## src/rtl/wl_pkg.sv

```systemverilog
package wl_pkg;

  typedef enum logic [2:0] {
    ST_IDLE,
    ST_SEED,
    ST_TRIG,
    ST_WAIT,
    ST_CAPT,
    ST_DECIDE,
    ST_NEXTPH,
    ST_FIN
  } wl_state_e;

  typedef enum logic {
    PH_DESCEND = 1'b0,
    PH_ASCEND  = 1'b1
  } wl_phase_e;

endpackage

```

## src/rtl/wl_seq.sv

```systemverilog
module wl_seq
  import wl_pkg::*;
#(
  parameter int N_SMP      = 5,
  parameter int SETTLE_CYC = 625
) (
  input  logic      clk,
  input  logic      rst_n,
  input  logic      start,
  input  logic      all_done_nxt,
  input  logic      abort_nxt,
  output wl_phase_e phase,
  output logic      smp_trig,
  output logic      clr_cnt,
  output logic      capt,
  output logic      decide,
  output logic      mask_clr,
  output logic      seed_load,
  output logic      busy,
  output logic      done,
  output logic      err
);

  localparam int TW = (SETTLE_CYC < 2) ? 1 : $clog2(SETTLE_CYC + 1);
  localparam int SW = (N_SMP < 2) ? 1 : $clog2(N_SMP);
  localparam logic [TW-1:0] TMR_LAST = TW'(SETTLE_CYC - 1);
  localparam logic [SW-1:0] SMP_LAST = SW'(N_SMP - 1);

  wl_state_e     state_q;
  logic [TW-1:0] tmr_q;
  logic [SW-1:0] sidx_q;
  wl_phase_e     phase_q;
  logic          err_q;

  always_ff @(posedge clk or negedge rst_n) begin
    if (!rst_n) begin
      state_q <= ST_IDLE;
      tmr_q   <= '0;
      sidx_q  <= '0;
      phase_q <= PH_DESCEND;
      err_q   <= 1'b0;
    end else begin
      unique case (state_q)
        ST_IDLE: begin
          if (start) begin
            state_q <= ST_SEED;
            err_q   <= 1'b0;
          end
        end
        ST_SEED: begin
          state_q <= ST_TRIG;
          sidx_q  <= '0;
          phase_q <= PH_DESCEND;
        end
        ST_TRIG: begin
          state_q <= ST_WAIT;
          tmr_q   <= '0;
        end
        ST_WAIT: begin
          if (tmr_q == TMR_LAST) state_q <= ST_CAPT;
          else tmr_q <= tmr_q + 1'b1;
        end
        ST_CAPT: begin
          if (sidx_q == SMP_LAST) begin
            state_q <= ST_DECIDE;
          end else begin
            sidx_q  <= sidx_q + 1'b1;
            state_q <= ST_TRIG;
          end
        end
        ST_DECIDE: begin
          sidx_q <= '0;
          if (abort_nxt) begin
            state_q <= ST_IDLE;
            err_q   <= 1'b1;
          end else if (all_done_nxt) begin
            state_q <= (phase_q == PH_DESCEND) ? ST_NEXTPH : ST_FIN;
          end else begin
            state_q <= ST_TRIG;
          end
        end
        ST_NEXTPH: begin
          phase_q <= PH_ASCEND;
          state_q <= ST_TRIG;
        end
        ST_FIN: state_q <= ST_IDLE;
        default: state_q <= ST_IDLE;
      endcase
    end
  end

  assign phase     = phase_q;
  assign smp_trig  = (state_q == ST_TRIG);
  assign clr_cnt   = (state_q == ST_TRIG) && (sidx_q == '0);
  assign capt      = (state_q == ST_CAPT);
  assign decide    = (state_q == ST_DECIDE);
  assign mask_clr  = (state_q == ST_SEED) || (state_q == ST_NEXTPH);
  assign seed_load = (state_q == ST_SEED);
  assign busy      = (state_q != ST_IDLE);
  assign done      = (state_q == ST_FIN);
  assign err       = err_q;


  done_pulse_chk: assert property (@(posedge clk) disable iff (!rst_n)
    done |=> !done);


  capt_after_wait_chk: assert property (@(posedge clk) disable iff (!rst_n)
    (state_q == ST_WAIT && tmr_q == TMR_LAST) |=> (state_q == ST_CAPT));


  err_hold_chk: assert property (@(posedge clk) disable iff (!rst_n)
    (err && !(state_q == ST_IDLE && start)) |=> err);


  seed_once_chk: assert property (@(posedge clk) disable iff (!rst_n)
    seed_load |=> !seed_load);

endmodule

```

## src/rtl/wl_sample_acc.sv

```systemverilog
module wl_sample_acc #(
  parameter int LANES = 8,
  parameter int N_SMP = 5,
  localparam int CW   = $clog2(N_SMP + 1)
) (
  input  logic                      clk,
  input  logic                      rst_n,
  input  logic                      clr,
  input  logic                      capt,
  input  logic [LANES-1:0]          fb,
  output logic [LANES-1:0][CW-1:0]  cnt
);

  localparam logic [CW-1:0] FULL = CW'(N_SMP);

  for (genvar g = 0; g < LANES; g++) begin : g_lane
    logic [CW-1:0] acc_q;

    always_ff @(posedge clk or negedge rst_n) begin
      if (!rst_n) begin
        acc_q <= '0;
      end else if (clr) begin
        acc_q <= '0;
      end else if (capt && fb[g]) begin
        acc_q <= acc_q + 1'b1;
      end
    end

    assign cnt[g] = acc_q;


    cnt_bound_chk: assert property (@(posedge clk) disable iff (!rst_n)
      acc_q <= FULL);
  end

endmodule

```

## src/rtl/wl_lane_ctl.sv

```systemverilog
module wl_lane_ctl
  import wl_pkg::*;
#(
  parameter int LANES = 8,
  parameter int N_SMP = 5,
  localparam int CW   = $clog2(N_SMP + 1)
) (
  input  logic                     clk,
  input  logic                     rst_n,
  input  logic                     decide,
  input  logic                     mask_clr,
  input  wl_phase_e                phase,
  input  logic [LANES-1:0][CW-1:0] cnt,
  input  logic [LANES-1:0]         at_min,
  input  logic [LANES-1:0]         at_max,
  output logic [LANES-1:0]         step_up,
  output logic [LANES-1:0]         step_dn,
  output logic                     all_done_nxt,
  output logic                     abort_nxt
);

  localparam logic [CW-1:0] FULL = CW'(N_SMP);

  logic [LANES-1:0] mask_q;
  logic [LANES-1:0] want_up, want_dn, blocked, fin, mask_nxt;
  logic [LANES-1:0] up_q, dn_q;

  for (genvar g = 0; g < LANES; g++) begin : g_dec
    always_comb begin
      want_dn[g] = !mask_q[g] && (phase == PH_DESCEND) && (cnt[g] != '0);
      want_up[g] = !mask_q[g] && (phase == PH_ASCEND) && (cnt[g] != FULL);
      blocked[g] = (want_dn[g] && at_min[g]) || (want_up[g] && at_max[g]);
      fin[g]     = !mask_q[g] &&
                   ((phase == PH_DESCEND) ? (cnt[g] == '0) : (cnt[g] == FULL));
    end
  end

  assign mask_nxt     = mask_q | fin;
  assign abort_nxt    = |blocked;
  assign all_done_nxt = &mask_nxt;

  always_ff @(posedge clk or negedge rst_n) begin
    if (!rst_n) begin
      mask_q <= '0;
      up_q   <= '0;
      dn_q   <= '0;
    end else begin
      up_q <= '0;
      dn_q <= '0;
      if (mask_clr) begin
        mask_q <= '0;
      end else if (decide && !abort_nxt) begin
        mask_q <= mask_nxt;
        up_q   <= want_up;
        dn_q   <= want_dn;
      end
    end
  end

  assign step_up = up_q;
  assign step_dn = dn_q;


  step_excl_chk: assert property (@(posedge clk) disable iff (!rst_n)
    (step_up & step_dn) == '0);


  finished_lane_still_chk: assert property (@(posedge clk) disable iff (!rst_n)
    ((step_up | step_dn) & mask_q) == '0);


  no_up_descend_chk: assert property (@(posedge clk) disable iff (!rst_n)
    (phase == PH_DESCEND) |-> (step_up == '0));

endmodule

```

## src/rtl/wl_edge_search.sv

```systemverilog
module wl_edge_search
  import wl_pkg::*;
#(
  parameter int LANES      = 8,
  parameter int N_SMP      = 5,
  parameter int SETTLE_CYC = 625
) (
  input  logic             clk,
  input  logic             rst_n,
  input  logic             start,
  input  logic [LANES-1:0] fb_bits,
  input  logic [LANES-1:0] at_min,
  input  logic [LANES-1:0] at_max,
  output logic             seed_load,
  output logic             smp_trig,
  output logic [LANES-1:0] step_up,
  output logic [LANES-1:0] step_dn,
  output logic             busy,
  output logic             done,
  output logic             err
);

  localparam int CW = $clog2(N_SMP + 1);

  wl_phase_e                phase;
  logic                     clr_cnt, capt, decide, mask_clr;
  logic                     all_done_nxt, abort_nxt;
  logic [LANES-1:0][CW-1:0] cnt;

  wl_seq #(.N_SMP(N_SMP), .SETTLE_CYC(SETTLE_CYC)) seq_i (
    .clk          (clk),
    .rst_n        (rst_n),
    .start        (start),
    .all_done_nxt (all_done_nxt),
    .abort_nxt    (abort_nxt),
    .phase        (phase),
    .smp_trig     (smp_trig),
    .clr_cnt      (clr_cnt),
    .capt         (capt),
    .decide       (decide),
    .mask_clr     (mask_clr),
    .seed_load    (seed_load),
    .busy         (busy),
    .done         (done),
    .err          (err)
  );

  wl_sample_acc #(.LANES(LANES), .N_SMP(N_SMP)) acc_i (
    .clk   (clk),
    .rst_n (rst_n),
    .clr   (clr_cnt),
    .capt  (capt),
    .fb    (fb_bits),
    .cnt   (cnt)
  );

  wl_lane_ctl #(.LANES(LANES), .N_SMP(N_SMP)) ctl_i (
    .clk          (clk),
    .rst_n        (rst_n),
    .decide       (decide),
    .mask_clr     (mask_clr),
    .phase        (phase),
    .cnt          (cnt),
    .at_min       (at_min),
    .at_max       (at_max),
    .step_up      (step_up),
    .step_dn      (step_dn),
    .all_done_nxt (all_done_nxt),
    .abort_nxt    (abort_nxt)
  );


  no_step_below_min_chk: assert property (@(posedge clk) disable iff (!rst_n)
    (step_dn & at_min) == '0);


  no_step_above_max_chk: assert property (@(posedge clk) disable iff (!rst_n)
    (step_up & at_max) == '0);


  done_not_err_chk: assert property (@(posedge clk) disable iff (!rst_n)
    done |=> !err);

endmodule

```

## config.mk

```make
export PLATFORM = sky130hd
export DESIGN_NAME = wl_edge_search
export DESIGN_NICKNAME = d
export VERILOG_FILES = /design/src/rtl/wl_pkg.sv /design/src/rtl/wl_seq.sv /design/src/rtl/wl_sample_acc.sv /design/src/rtl/wl_lane_ctl.sv /design/src/rtl/wl_edge_search.sv
export SDC_FILE = /design/constraint.sdc
export NUM_CORES = 1
export LEC_CHECK = 0
export BUFFER_PORTS_ARGS = -buffer_cell sky130_fd_sc_hd__buf_2
export CAP_MARGIN = 20
export CORE_ASPECT_RATIO = 2
export CORE_MARGIN = 2
export CORE_UTILIZATION = 49
export CTS_BUF_LIST = sky130_fd_sc_hd__clkbuf_8 sky130_fd_sc_hd__clkbuf_16
export DETAILED_ROUTE_END_ITERATION = 8
export PLACE_DENSITY = 0.69
export RECOVER_POWER = 50
export SYNTH_ARGS = -nofsm -noshare
export SYNTH_HDL_FRONTEND = slang
export SYNTH_SLANG_ARGS = --single-unit
export TNS_END_PERCENT = 1
```

## constraint.sdc

```tcl
create_clock -name clk -period 4.6 [get_ports clk]
set_input_delay 0.92 -clock clk [delete_from_list [all_inputs] [get_ports clk]]
set_output_delay 0.92 -clock clk [all_outputs]
set_load 0.05 [all_outputs]
```

==> results of run 1 <==
[through the flow]
stage / cell area [sq um] / utilization / cells
after detailed placement: 4020 / 0.553 / 501
after CTS: 4310 / 0.592 / 516
after global placement: 4020 / 0.553 / 501
after floorplan: 3690 / - / 373
final: 4290 / 0.591 / 517
after global routing: 4290 / 0.591 / 517
[power breakdown]
| part | internal, mW | switching, mW |
|---|---|---|
| Sequential | 0.645 | 0.123 |
| Combinational | 0.244 | 0.491 |
| Clock | 0.424 | 0.236 |
[critical path: stages (launching register included)]
cell	delay, ns
sky130_fd_sc_hd__dfrtp_1	0.55
sky130_fd_sc_hd__nand2b_1	0.34
sky130_fd_sc_hd__nor2_1	0.53
sky130_fd_sc_hd__buf_2	0.36
[logic make-up (layout without fill, tap and decap cells)]
family,count (synthesis),count (layout),share of synthesized area
simple gates,150,150,0.221
buf+inv,39,91,0.0430
flops,66,66,0.447
mux,11,11,0.0301
xor+xnor,23,23,0.0545
compound gates,56,56,0.109
fa+ha+maj,28,28,0.0949
[layer usage]
layer | share of wire | up-vias
met1 | 0.36 | 1446
met2 | 0.57 | 62
li1 | - | 1396
met4 | 0.036 | 0
met5 | 0 | -
met3 | 0.032 | 22
[sequential cells by signal, indices dropped and copies added, names as in the netlist, 3 cells and up]
register / cells
acc_i.g_lane.acc_q: 24
seq_i.tmr_q: 10
ctl_i.mask_q: 8
ctl_i.step_dn: 8
ctl_i.step_up: 8
seq_i.sidx_q: 3
seq_i.state_q: 3
[worst min path at each step]
stage | start | slack, ns | endpoint
2_1_floorplan | ctl_i.mask_q[0] | 0.48 | ctl_i.step_dn[0]
3_3_place_gp | ctl_i.mask_q[7] | 0.51 | ctl_i.step_dn[7]
3_5_place_dp | ctl_i.mask_q[7] | 0.51 | ctl_i.step_dn[7]
4_1_cts | ctl_i.mask_q[7] | 0.53 | ctl_i.step_dn[7]
5_1_grt | ctl_i.mask_q[4] | 0.57 | ctl_i.step_dn[4]
6_report | rst_n | 0.54 | seq_i.err
[area by class of cell]
type | instances | area (sq um)
fillers | 659 | 2970
clock inverters | 5 | 47.5
multi-input cells | 268 | 1890
well taps | 92 | 115
flip-flops and latches | 66 | 1650
inverters | 24 | 90.1
clock buffers | 10 | 239
repair buffers | 52 | 258
[placed cells by master (no fill, tap or decap), types with 2 or more instances in the layout]
cell and instances:
sky130_fd_sc_hd__xnor2_1 9, sky130_fd_sc_hd__nand2_1 41, sky130_fd_sc_hd__clkinv_2 2, sky130_fd_sc_hd__o32ai_1 4, sky130_fd_sc_hd__buf_2 41, sky130_fd_sc_hd__a311oi_2 2
sky130_fd_sc_hd__o22ai_1 2, sky130_fd_sc_hd__nand3_1 21, sky130_fd_sc_hd__nor3_1 7, sky130_fd_sc_hd__a21o_1 4, sky130_fd_sc_hd__nor2b_1 9, sky130_fd_sc_hd__clkbuf_1 8
sky130_fd_sc_hd__ha_1 28, sky130_fd_sc_hd__a2111oi_1 3, sky130_fd_sc_hd__nor4_1 5, sky130_fd_sc_hd__dfrtp_1 66, sky130_fd_sc_hd__inv_1 24, sky130_fd_sc_hd__o21ai_0 4
sky130_fd_sc_hd__a211oi_1 3, sky130_fd_sc_hd__clkbuf_16 9, sky130_fd_sc_hd__nand4_1 6, sky130_fd_sc_hd__nor2_1 32, sky130_fd_sc_hd__and3_1 7, sky130_fd_sc_hd__nor4_2 6
sky130_fd_sc_hd__a21oi_1 20, sky130_fd_sc_hd__a31o_1 5, sky130_fd_sc_hd__o21ai_1 2, sky130_fd_sc_hd__nand2b_1 5, sky130_fd_sc_hd__buf_4 3, sky130_fd_sc_hd__inv_2 2
sky130_fd_sc_hd__mux2i_1 10, sky130_fd_sc_hd__xor2_1 14, sky130_fd_sc_hd__nor4b_1 5
[synthesized netlist by cell type (3+ instances only)]
cell type	n	share of area
sky130_fd_sc_hd__nor2b_1	9	0.015
sky130_fd_sc_hd__a21oi_1	20	0.027
sky130_fd_sc_hd__xnor2_1	9	0.021
sky130_fd_sc_hd__nand4_1	6	0.010
sky130_fd_sc_hd__a31o_1	5	0.012
sky130_fd_sc_hd__clkbuf_1	7	0.0071
sky130_fd_sc_hd__nor4_2	6	0.020
sky130_fd_sc_hd__a21o_1	4	0.0081
sky130_fd_sc_hd__a211oi_1	3	0.0061
sky130_fd_sc_hd__ha_1	28	0.095
sky130_fd_sc_hd__and3_1	7	0.012
sky130_fd_sc_hd__inv_1	22	0.022
sky130_fd_sc_hd__nor3_1	7	0.0095
sky130_fd_sc_hd__nor2_1	32	0.033
sky130_fd_sc_hd__xor2_1	14	0.033
sky130_fd_sc_hd__nor4b_1	5	0.012
sky130_fd_sc_hd__o21ai_0	4	0.0054
sky130_fd_sc_hd__mux2i_1	10	0.027
sky130_fd_sc_hd__nor4_1	5	0.0085
sky130_fd_sc_hd__nand3_1	21	0.028
sky130_fd_sc_hd__o32ai_1	4	0.0095
sky130_fd_sc_hd__dfrtp_1	66	0.45
sky130_fd_sc_hd__buf_2	7	0.0095
sky130_fd_sc_hd__a2111oi_1	3	0.0081
sky130_fd_sc_hd__nand2_1	41	0.042
sky130_fd_sc_hd__nand2b_1	5	0.0085
==> impl_results.rst, run 1 <==
.. list-table::
   :header-rows: 1

   * - Metric
     - Value
   * - Result of the run
     - finished with violations
   * - Failing checks
     - capacitance limit, slew limit
   * - Most frequently used flop master after synthesis
     - sky130_fd_sc_hd__dfrtp_1
   * - Required time of the critical path
     - 3.68 ns
   * - Number of remaining DRC errors
     - 0
   * - Share of final-layout standard cells stronger than drive strength 1
     - 0.172
   * - TritonCTS sink count
     - 66
   * - Net count of the finished layout
     - 476
   * - Sequential share of the synthesized area
     - 0.447
   * - Post-synth cell types
     - 45
   * - Actual slew at the worst max-slew pin
     - 1.88 ns
   * - Pre-CTS worst setup slack
     - 1.82 ns
   * - Largest driver fanout on the critical path
     - 10
   * - Number of placement rows
     - 44
   * - All-Layer GR Usage
     - 0.234
   * - Peak-usage layer in the global routing report
     - met2
   * - Clock tree from TritonCTS
     - yes
   * - Clock Tree Buf Depth
     - 2
   * - Post-CTS Setup Inserts
     - 0
   * - Number of gates resized after CTS
     - 0
   * - Total Neg Setup Slack
     - 0 ns
   * - Number of maximum-capacitance violations
     - 1
   * - Maximum clock frequency
     - 330 MHz
   * - Vias/cell
     - 5.66
   * - Fraction of met2 tracks used by global routing
     - 0.438
   * - Top Ports
     - 48
   * - GRT overflow
     - 0
   * - Buffers added on ports
     - 47
   * - Layout Area Growth over Synthesis
     - 16.2%
   * - Timing endpoint of the critical path
     - smp_trig
   * - Number of flops mapped to enable cells by yosys
     - 0
   * - Final Hold Slack
     - 0.539 ns
   * - Final total power
     - 2.16 mW
   * - Mean instance size in the synthesized netlist
     - 9.90 sq um
   * - Seq cells post-synth
     - 66
   * - Type of the worst min-delay path
     - primary input to async pin
   * - Met3 GRT Util
     - 0.0496
   * - CTS Buf Count
     - 9
   * - DR pass1 iterations
     - 4
   * - Number of global-route vias before repair
     - 2986
   * - Classification of the worst setup path
     - register to output pin
   * - Post-Synthesis Cell Area
     - 3690 sq um
   * - Routability cong.
     - 0.845
   * - Number of hold violations in the final report
     - 0
   * - Final worst path period share
     - 0.659
   * - Wirelength, routed
     - 8930 um
   * - Placed wire-length estimate after detailed placement
     - 6510 um
   * - Number of antenna violations at the first check in global routing
     - 0
   * - Worst VDD drop
     - 0.257 mV
   * - Largest net degree at the start of global routing
     - 45
   * - Clock latency reported for the late side of the worst-skew pair
     - 0.33 ns
   * - R2R depth
     - 5
   * - Vias after detailed routing
     - 2926
   * - Diodes inserted
     - 0
   * - Reg2Reg Capture Point
     - ctl_i.step_up[6]
   * - Total setup violations reported at the end of the flow
     - 0
   * - Pwr/cell area
     - 504 nW/um^2
   * - Floorplan die width
     - 65.4 um
   * - Post-Syn Nets
     - 428
   * - Starting density of the core
     - 0.508
   * - Global routing usage on met1
     - 0.231
   * - R2R Setup Slk
     - 1.85 ns
   * - Unrepaired setup endpoints after global routing
     - false
   * - Share of synthesized registers carrying an async set or reset
     - 1.00
   * - Data arrival at the endpoint of the critical path
     - 2.11 ns
   * - Average wire per cell in the routed design
     - 17.3 um
   * - Tmin final
     - 3.03 ns
   * - Kind of capture point of the worst setup path
     - output pin
   * - Placeable core region
     - 7270 sq um
   * - Count of antenna-violating nets left after detailed routing
     - 0
   * - Remaining max-slew budget at the tightest pin
     - -0.255
   * - CTS hold repair buffers
     - 0
   * - Number of pins with negative max-slew slack in the final report
     - 35
   * - Number of synthesis warnings
     - 0
   * - Global-route wire length before repair
     - 14400 um
   * - Post-synthesis cell count
     - 373
   * - Clock-pin slew reported for the worst setup and hold paths after clock tree synthesis
     - 0.05 ns
   * - Worst r2r src
     - seq_i.phase
   * - Cell at the root of the clock tree
     - sky130_fd_sc_hd__clkbuf_16
   * - Die Footprint
     - 8290 sq um
   * - Final worst setup slack
     - 1.57 ns
   * - LEAKAGE
     - 2.09 nW
   * - Vert. Die Dim
     - 127 um
   * - Critical Path Start Type
     - register
   * - Count of routing violations after the opening detailed-route iteration
     - 131
   * - Worst-case clock skew
     - 0.00540 ns
   * - Maximum level of the CTS H-tree
     - 3
   * - Worst Setup SP
     - seq_i.state_q[1]
Note: power is estimated with default switching activity, not from simulation.
==> inputs of run 2 (changes only) <==
clock period = 3.15 ns   (was 4.6 ns; I/O delays follow)
==> run 2 against run 1 <==
Against the previous run: the flow now finishes without violations; hold slack worse by 0.0085 ns; register-to-register slack got worse by 1.3 ns; routed wire length fell by 6.5%; final area grew 1.5%; highest routed layer unchanged.
==> impl_results.rst, run 2 (synthesized netlist as in run 1, its figures left out) <==
.. list-table::
   :header-rows: 1

   * - Metric
     - Value
   * - Result of the run
     - complete, no violations
   * - Number of antenna violations at the first check in global routing
     - 0
   * - GRT overflow
     - 0
   * - Required time of the critical path
     - 3.37 ns
   * - Buffers added on ports
     - 47
   * - Clock Tree Buf Depth
     - 2
   * - Biggest register
     - acc_i.g_lane.acc_q
   * - Net count of the finished layout
     - 477
   * - Maximum level of the CTS H-tree
     - 3
   * - Met3 GRT Util
     - 0.0363
   * - Clock latency reported for the late side of the worst-skew pair
     - 0.33 ns
   * - Cell at the root of the clock tree
     - sky130_fd_sc_hd__clkbuf_16
   * - Switching power of the nets
     - 1.22 mW
   * - Largest net degree at the start of global routing
     - 42
   * - Worst Setup SP
     - seq_i.phase
   * - Utilization after layout
     - 0.599
   * - Count of antenna-violating nets left after detailed routing
     - 0
   * - Clock-pin slew reported for the worst setup and hold paths after clock tree synthesis
     - 0.05 ns
   * - Post-CTS Setup Inserts
     - 0
   * - Number of placement rows
     - 44
   * - Final worst setup slack
     - 0.577 ns
   * - Total setup violations reported at the end of the flow
     - 0
   * - CP Cell Sequence
     - nand2b_1, o32ai_1, nor4_4, nand4b_4, buf_4, a2111oi_2
   * - TritonCTS sink count
     - 66
   * - Vias/cell
     - 5.54
   * - Unrepaired setup endpoints after global routing
     - false
   * - Tmin final
     - 2.57 ns
   * - Clock tree from TritonCTS
     - yes
   * - Cell-internal power
     - 2.07 mW
   * - Fraction of met2 tracks used by global routing
     - 0.403
   * - Average wire per cell in the routed design
     - 16.1 um
   * - Switching power as a share of total power
     - 0.370
   * - Top flop regs
     - acc_i.g_lane.acc_q (24), seq_i.tmr_q (10)
   * - Final worst path period share
     - 0.817
   * - Seq pwr share
     - 0.336
   * - Maximum clock frequency
     - 389 MHz
   * - DR pass1 iterations
     - 4
   * - Number of hold violations in the final report
     - 0
   * - CTS Buf Count
     - 9
   * - LEAKAGE
     - 2.10 nW
   * - Count of routing violations after the opening detailed-route iteration
     - 115
   * - Leading cell type in the layout, fill and taps excluded
     - sky130_fd_sc_hd__dfrtp_1
   * - Kind of capture point of the worst setup path
     - register
   * - Top Ports
     - 48
   * - Number of remaining DRC errors
     - 0
   * - Vias after detailed routing
     - 2874
   * - CTS hold repair buffers
     - 0
   * - Hold path start
     - seq_i.err
   * - Worst r2r src
     - seq_i.phase
   * - Floorplan die width
     - 65.4 um
   * - Number of pins with negative max-slew slack in the final report
     - 0
   * - Wirelength, routed
     - 8350 um
   * - Classification of the worst setup path
     - register to register
   * - Layout Area Growth over Synthesis
     - 17.9%
   * - Starting density of the core
     - 0.508
   * - Placed wire-length estimate after detailed placement
     - 6280 um
   * - Global-route wire length before repair
     - 14000 um
   * - Final Hold Slack
     - 0.530 ns
   * - Combined flip-flop and latch cell area
     - 1650 sq um
   * - Critical-path top delay cell
     - sky130_fd_sc_hd__dfrtp_1
   * - Number of fill cells
     - 648
   * - Largest driver fanout on the critical path
     - 28
   * - Number of maximum-capacitance violations
     - 0
   * - Proportion of power drawn by the clock network
     - 0.340
   * - Type of the worst min-delay path
     - register to register
   * - Actual slew at the worst max-slew pin
     - 1.39 ns
   * - Remaining max-slew budget at the tightest pin
     - 0.0756
   * - Critical Path Start Type
     - register
   * - Data arrival at the endpoint of the critical path
     - 2.80 ns
   * - Pwr/cell area
     - 755 nW/um^2
   * - Stage delay of the slowest cell on the critical path
     - 0.90 ns
   * - Diodes inserted
     - 0
   * - Routability cong.
     - 0.866
   * - Number of gates resized after CTS
     - 0
   * - Max FFs per register
     - 24
   * - Worst VDD drop
     - 0.374 mV
   * - Placeable core region
     - 7270 sq um
   * - Total Neg Setup Slack
     - 0 ns
   * - Top library cells by usage in the layout, fill and taps aside
     - sky130_fd_sc_hd__dfrtp_1 (66), sky130_fd_sc_hd__nand2_1 (41), sky130_fd_sc_hd__buf_2 (38)
   * - Peak-usage layer in the global routing report
     - met2
   * - Number of global-route vias before repair
     - 2979
   * - Vert. Die Dim
     - 127 um
   * - Worst-case clock skew
     - 0.00396 ns
   * - Share of final-layout standard cells stronger than drive strength 1
     - 0.176
   * - Proportion of power drawn by combinational gates
     - 0.324
   * - Pre-CTS worst setup slack
     - 0.568 ns
   * - Area used by multi-input combinational logic
     - 1900 sq um
   * - Die Footprint
     - 8290 sq um
   * - Global routing usage on met1
     - 0.234
   * - All-Layer GR Usage
     - 0.224
==> run 2: cell types whose count changed in the layout (fill, tap and decap cells not counted), sizes merged <==
cell,change
buf,-1
bufinv,+2
clkbuf,+1
clkinv,-1
clkinvlp,+1
==> run 2: final cells by class <==
type | instances | area share
clock inverter | 7 | 0.0253
inverter | 24 | 0.0207
sequential | 66 | 0.379
tap | 92 | 0.0264
timing repair buffer | 53 | 0.0612
clock buffer | 9 | 0.0517
multi-input combinational | 268 | 0.436
==> run 2: metal layers <==
metal  routed length [um]  share of wire  vias up
met5                    0              0        -
met4                  362          0.043        0
met3                  255          0.031       25
met2                 4570           0.55       59
met1                 3160           0.38     1390
li1                     -              -     1400
==> run 2: worst max-delay path, delay by kind of cell (launching register included) <==
family                 cells  cell delay [ns]
DFF                        1             0.90
and+or+nand+nor            3             0.81
AOI/OAI and AO/OA          2             0.45
buffers and inverters      1             0.29
==> run 2: through the flow <==
step	instances	total power, mW	instance area, sq um
CTS	519	3.32	4380
global route	519	3.48	4360
finish	519	3.29	4360
floorplan	373	1.88	3690
global placement	503	2.16	4050
detailed placement	503	2.18	4050
==> run 2: power by group through the flow <==
stage | clock network [mW] | registers, mW | logic [mW]
3_5_place_dp | 0 | 1.11 | 1.07
4_1_cts | 1.14 | 1.10 | 1.08
3_3_place_gp | 0 | 1.11 | 1.05
6_report | 1.12 | 1.10 | 1.06
2_1_floorplan | 0 | 1.04 | 0.835
5_1_grt | 1.18 | 1.12 | 1.17
==> run 2: path summary, 6_finish.rpt <==
check | end | slack [ns] | cells after the start
worst max-delay path | ctl_i.step_up[2] | 0.58 | 6
worst min-delay path | seq_i.err | 0.53 | 2
worst max register to register | ctl_i.step_up[2] | 0.58 | 6
worst min register to register | seq_i.err | 0.53 | 2
max in group asynchronous | acc_i.g_lane[2].acc_q[0] | 0.88 | 2
min in group asynchronous | seq_i.sidx_q[0] | 0.60 | 1
==> inputs of run 3 (changes only) <==
ABC_AREA = 1   (was default)
clock period = 2.6 ns   (was 3.15 ns; I/O delays follow)
==> run 3 against run 2 <==
Against the previous run: register-to-register slack lost 0.08 ns; routed wire length shrank 1.8%; sequential power up 33%; non-clock buffer count fell by 1; combinational power is 79% higher; final area is 2.5% lower; critical path depth is 2 higher; global-route usage increased by 0.34 points; area after synthesis decreased by 1.4%; highest routed layer unchanged.
==> impl_results.rst, run 3 <==
.. list-table::
   :header-rows: 1

   * - Metric
     - Value
   * - Die Footprint
     - 8180 sq um
   * - R2R Setup Slk
     - 0.49 ns
   * - LEAKAGE
     - 2.18 nW
   * - Placeable core region
     - 7210 sq um
   * - Floorplan die width
     - 65.0 um
   * - Top cells by count, synth
     - sky130_fd_sc_hd__nand2_1 (90), sky130_fd_sc_hd__dfrtp_1 (66), sky130_fd_sc_hd__inv_1 (58)
   * - Clock Tree Buf Depth
     - 2
   * - Depth of the worst hold-timing path
     - 4
   * - Number of pins with negative max-slew slack in the final report
     - 0
   * - Average wire per cell in the routed design
     - 13.7 um
   * - Hold path start
     - start
   * - Top Ports
     - 48
   * - Pwr/cell area
     - 1060 nW/um^2
   * - Most frequently used flop master after synthesis
     - sky130_fd_sc_hd__dfrtp_1
   * - Share of synthesized registers carrying an async set or reset
     - 1.00
   * - Post-Synthesis Cell Area
     - 3640 sq um
   * - Remaining max-slew budget at the tightest pin
     - 0.100
   * - Vias/cell
     - 5.26
   * - Routability cong.
     - 0.919
   * - Placed Cells incl. Taps
     - 583
   * - Number of synthesis warnings
     - 0
   * - Number of maximum-capacitance violations
     - 0
   * - Global-route wire length before repair
     - 14200 um
   * - Most repeated cell in the gate-level netlist after synthesis
     - sky130_fd_sc_hd__nand2_1
   * - Top flop regs
     - acc_i.g_lane.acc_q (24), seq_i.tmr_q (10)
   * - Classification of the worst setup path
     - register to register
   * - Tmin final
     - 2.11 ns
   * - Maximum clock frequency
     - 475 MHz
   * - Placed wire-length estimate after detailed placement
     - 6340 um
   * - Met3 GRT Util
     - 0.0455
   * - Number of antenna violations at the first check in global routing
     - 0
   * - Top cells by area in the synthesized netlist
     - sky130_fd_sc_hd__dfrtp_1 (45%), sky130_fd_sc_hd__ha_1 (9.6%), sky130_fd_sc_hd__nand2_1 (9.3%), sky130_fd_sc_hd__inv_1 (6.0%), sky130_fd_sc_hd__nand3_1 (5.8%)
   * - Number of remaining DRC errors
     - 0
   * - Leading cell type in the layout, fill and taps excluded
     - sky130_fd_sc_hd__nand2_1
   * - Peak-usage layer in the global routing report
     - met2
   * - Post-CTS Setup Inserts
     - 0
   * - Kind of capture point of the worst setup path
     - register
   * - Post-synthesis cell count
     - 448
   * - Reg2Reg Capture Point
     - ctl_i.step_dn[4]
   * - Actual slew at the worst max-slew pin
     - 1.35 ns
   * - Buffers added on ports
     - 47
   * - Count of routing violations after the opening detailed-route iteration
     - 170
   * - Final worst path period share
     - 0.810
   * - Number of hold violations in the final report
     - 0
   * - Total Neg Setup Slack
     - 0 ns
   * - Number of global-route vias before repair
     - 3201
   * - Number of gates resized after CTS
     - 0
   * - Fraction of met2 tracks used by global routing
     - 0.395
   * - Post-Syn Nets
     - 503
   * - Maximum level of the CTS H-tree
     - 3
   * - Mean instance size in the synthesized netlist
     - 8.13 sq um
   * - Post-synth cell types
     - 25
   * - Vert. Die Dim
     - 126 um
   * - CTS Buf Count
     - 9
   * - Diodes inserted
     - 0
   * - Vias after detailed routing
     - 3149
   * - Post-synth top area share
     - 0.454
   * - GRT overflow
     - 0
   * - DR pass1 iterations
     - 6
   * - Clock latency reported for the late side of the worst-skew pair
     - 0.33 ns
   * - Clock-pin slew reported for the worst setup and hold paths after clock tree synthesis
     - 0.05 ns
   * - TritonCTS sink count
     - 66
   * - Layout Area Growth over Synthesis
     - 16.6%
   * - Cell at the root of the clock tree
     - sky130_fd_sc_hd__clkbuf_16
   * - Worst Hold Path EP
     - seq_i.err
   * - Type of the worst min-delay path
     - primary input to register
   * - Sequential share of the synthesized area
     - 0.454
   * - CTS hold repair buffers
     - 0
   * - Max FFs per register
     - 24
   * - Clock tree from TritonCTS
     - yes
   * - Cell type contributing the most total cell area after synthesis
     - sky130_fd_sc_hd__dfrtp_1
   * - R2R depth
     - 8
   * - Largest net degree at the start of global routing
     - 44
   * - Count of antenna-violating nets left after detailed routing
     - 0
   * - Wirelength, routed
     - 8200 um
   * - Worst VDD drop
     - 0.428 mV
   * - Global routing usage on met1
     - 0.256
   * - Result of the run
     - complete, no violations
   * - Critical Path Start Type
     - register
   * - Starting density of the core
     - 0.505
   * - Final std cells w/o fill
     - 599
   * - Top library cells by usage in the layout, fill and taps aside
     - sky130_fd_sc_hd__nand2_1 (90), sky130_fd_sc_hd__dfrtp_1 (66), sky130_fd_sc_hd__inv_1 (59)
   * - Share of final-layout standard cells stronger than drive strength 1
     - 0.126
   * - Number of flops mapped to enable cells by yosys
     - 0
   * - Net count of the finished layout
     - 557
   * - Worst-case clock skew
     - 0.00384 ns
   * - Required time of the critical path
     - 2.83 ns
   * - Biggest register
     - acc_i.g_lane.acc_q
   * - Worst r2r src
     - seq_i.phase
   * - Data arrival at the endpoint of the critical path
     - 2.33 ns
   * - All-Layer GR Usage
     - 0.227
   * - Largest driver fanout on the critical path
     - 25
   * - Seq cells post-synth
     - 66
   * - Total setup violations reported at the end of the flow
     - 0
   * - Number of placement rows
     - 44
   * - Unrepaired setup endpoints after global routing
     - false
-- run 3: critical path: stages (launching register included) --
cell and delay (ns):
sky130_fd_sc_hd__dfrtp_1 0.75, sky130_fd_sc_hd__nor2_1 0.15, sky130_fd_sc_hd__nand3_1 0.13, sky130_fd_sc_hd__nand2_1 0.06
sky130_fd_sc_hd__nor2_1 0.19, sky130_fd_sc_hd__nand2_2 0.13, sky130_fd_sc_hd__nor2_8 0.19, sky130_fd_sc_hd__nand2_4 0.18
sky130_fd_sc_hd__nor2_1 0.23
-- run 3: final cells by class --
type | count | area, sq um
repair buffers | 52 | 273
fillers | 676 | 2970
multi-input cells | 313 | 1700
inverters | 60 | 225
flip-flops and latches | 66 | 1650
well taps | 92 | 115
clock buffers | 9 | 225
clock inverters | 7 | 61.3
-- run 3: cells by family after synthesis --
kind of cell	after synthesis	share of synthesized area
buffers and inverters	69	0.0808
and+or+nand+nor	223	0.273
AOI/OAI and AO/OA	58	0.0866
adders and majority gates	28	0.0962
xor gates and xnor gates	4	0.00962
DFF	66	0.454
-- run 3: metrics by stage --
step	power [mW]	util	instance area [sq um]	hold WS, ns	setup WS (ns)
finish	4.51	0.589	4250	0.461	0.493
global route	4.93	0.589	4250	0.482	0.324
CTS	4.55	0.591	4260	0.199	0.518
detailed placement	3.37	0.551	3970	0.478	0.533
global placement	3.32	0.551	3970	0.463	0.600
floorplan	2.91	-	3640	0.224	0.502
-- run 3: per-layer routing --
layer	part of all wire	up-vias
li1	-	1574
met1	0.38	1495
met2	0.55	60
met3	0.035	20
met4	0.031	0
met5	0	-
-- run 3: worst max path at each step --
stage / slack (ns) / cells after the start / endpoint / start
global route: 0.32 / 8 / ctl_i.step_dn[4] / seq_i.phase
floorplan: 0.50 / 7 / acc_i.g_lane[0].acc_q[0] / seq_i.state_q[0]
detailed placement: 0.53 / 8 / ctl_i.step_dn[4] / seq_i.phase
global placement: 0.60 / 8 / ctl_i.step_dn[4] / seq_i.phase
finish: 0.49 / 8 / ctl_i.step_dn[4] / seq_i.phase
CTS: 0.52 / 8 / ctl_i.step_dn[4] / seq_i.phase
-- run 3: power by group --
part           switching [mW]  total [mW]  internal (mW)
sequential              0.211        1.46           1.25
clock                   0.423        1.15          0.730
combinational            1.32        1.90          0.581
total                    1.96        4.51           2.56
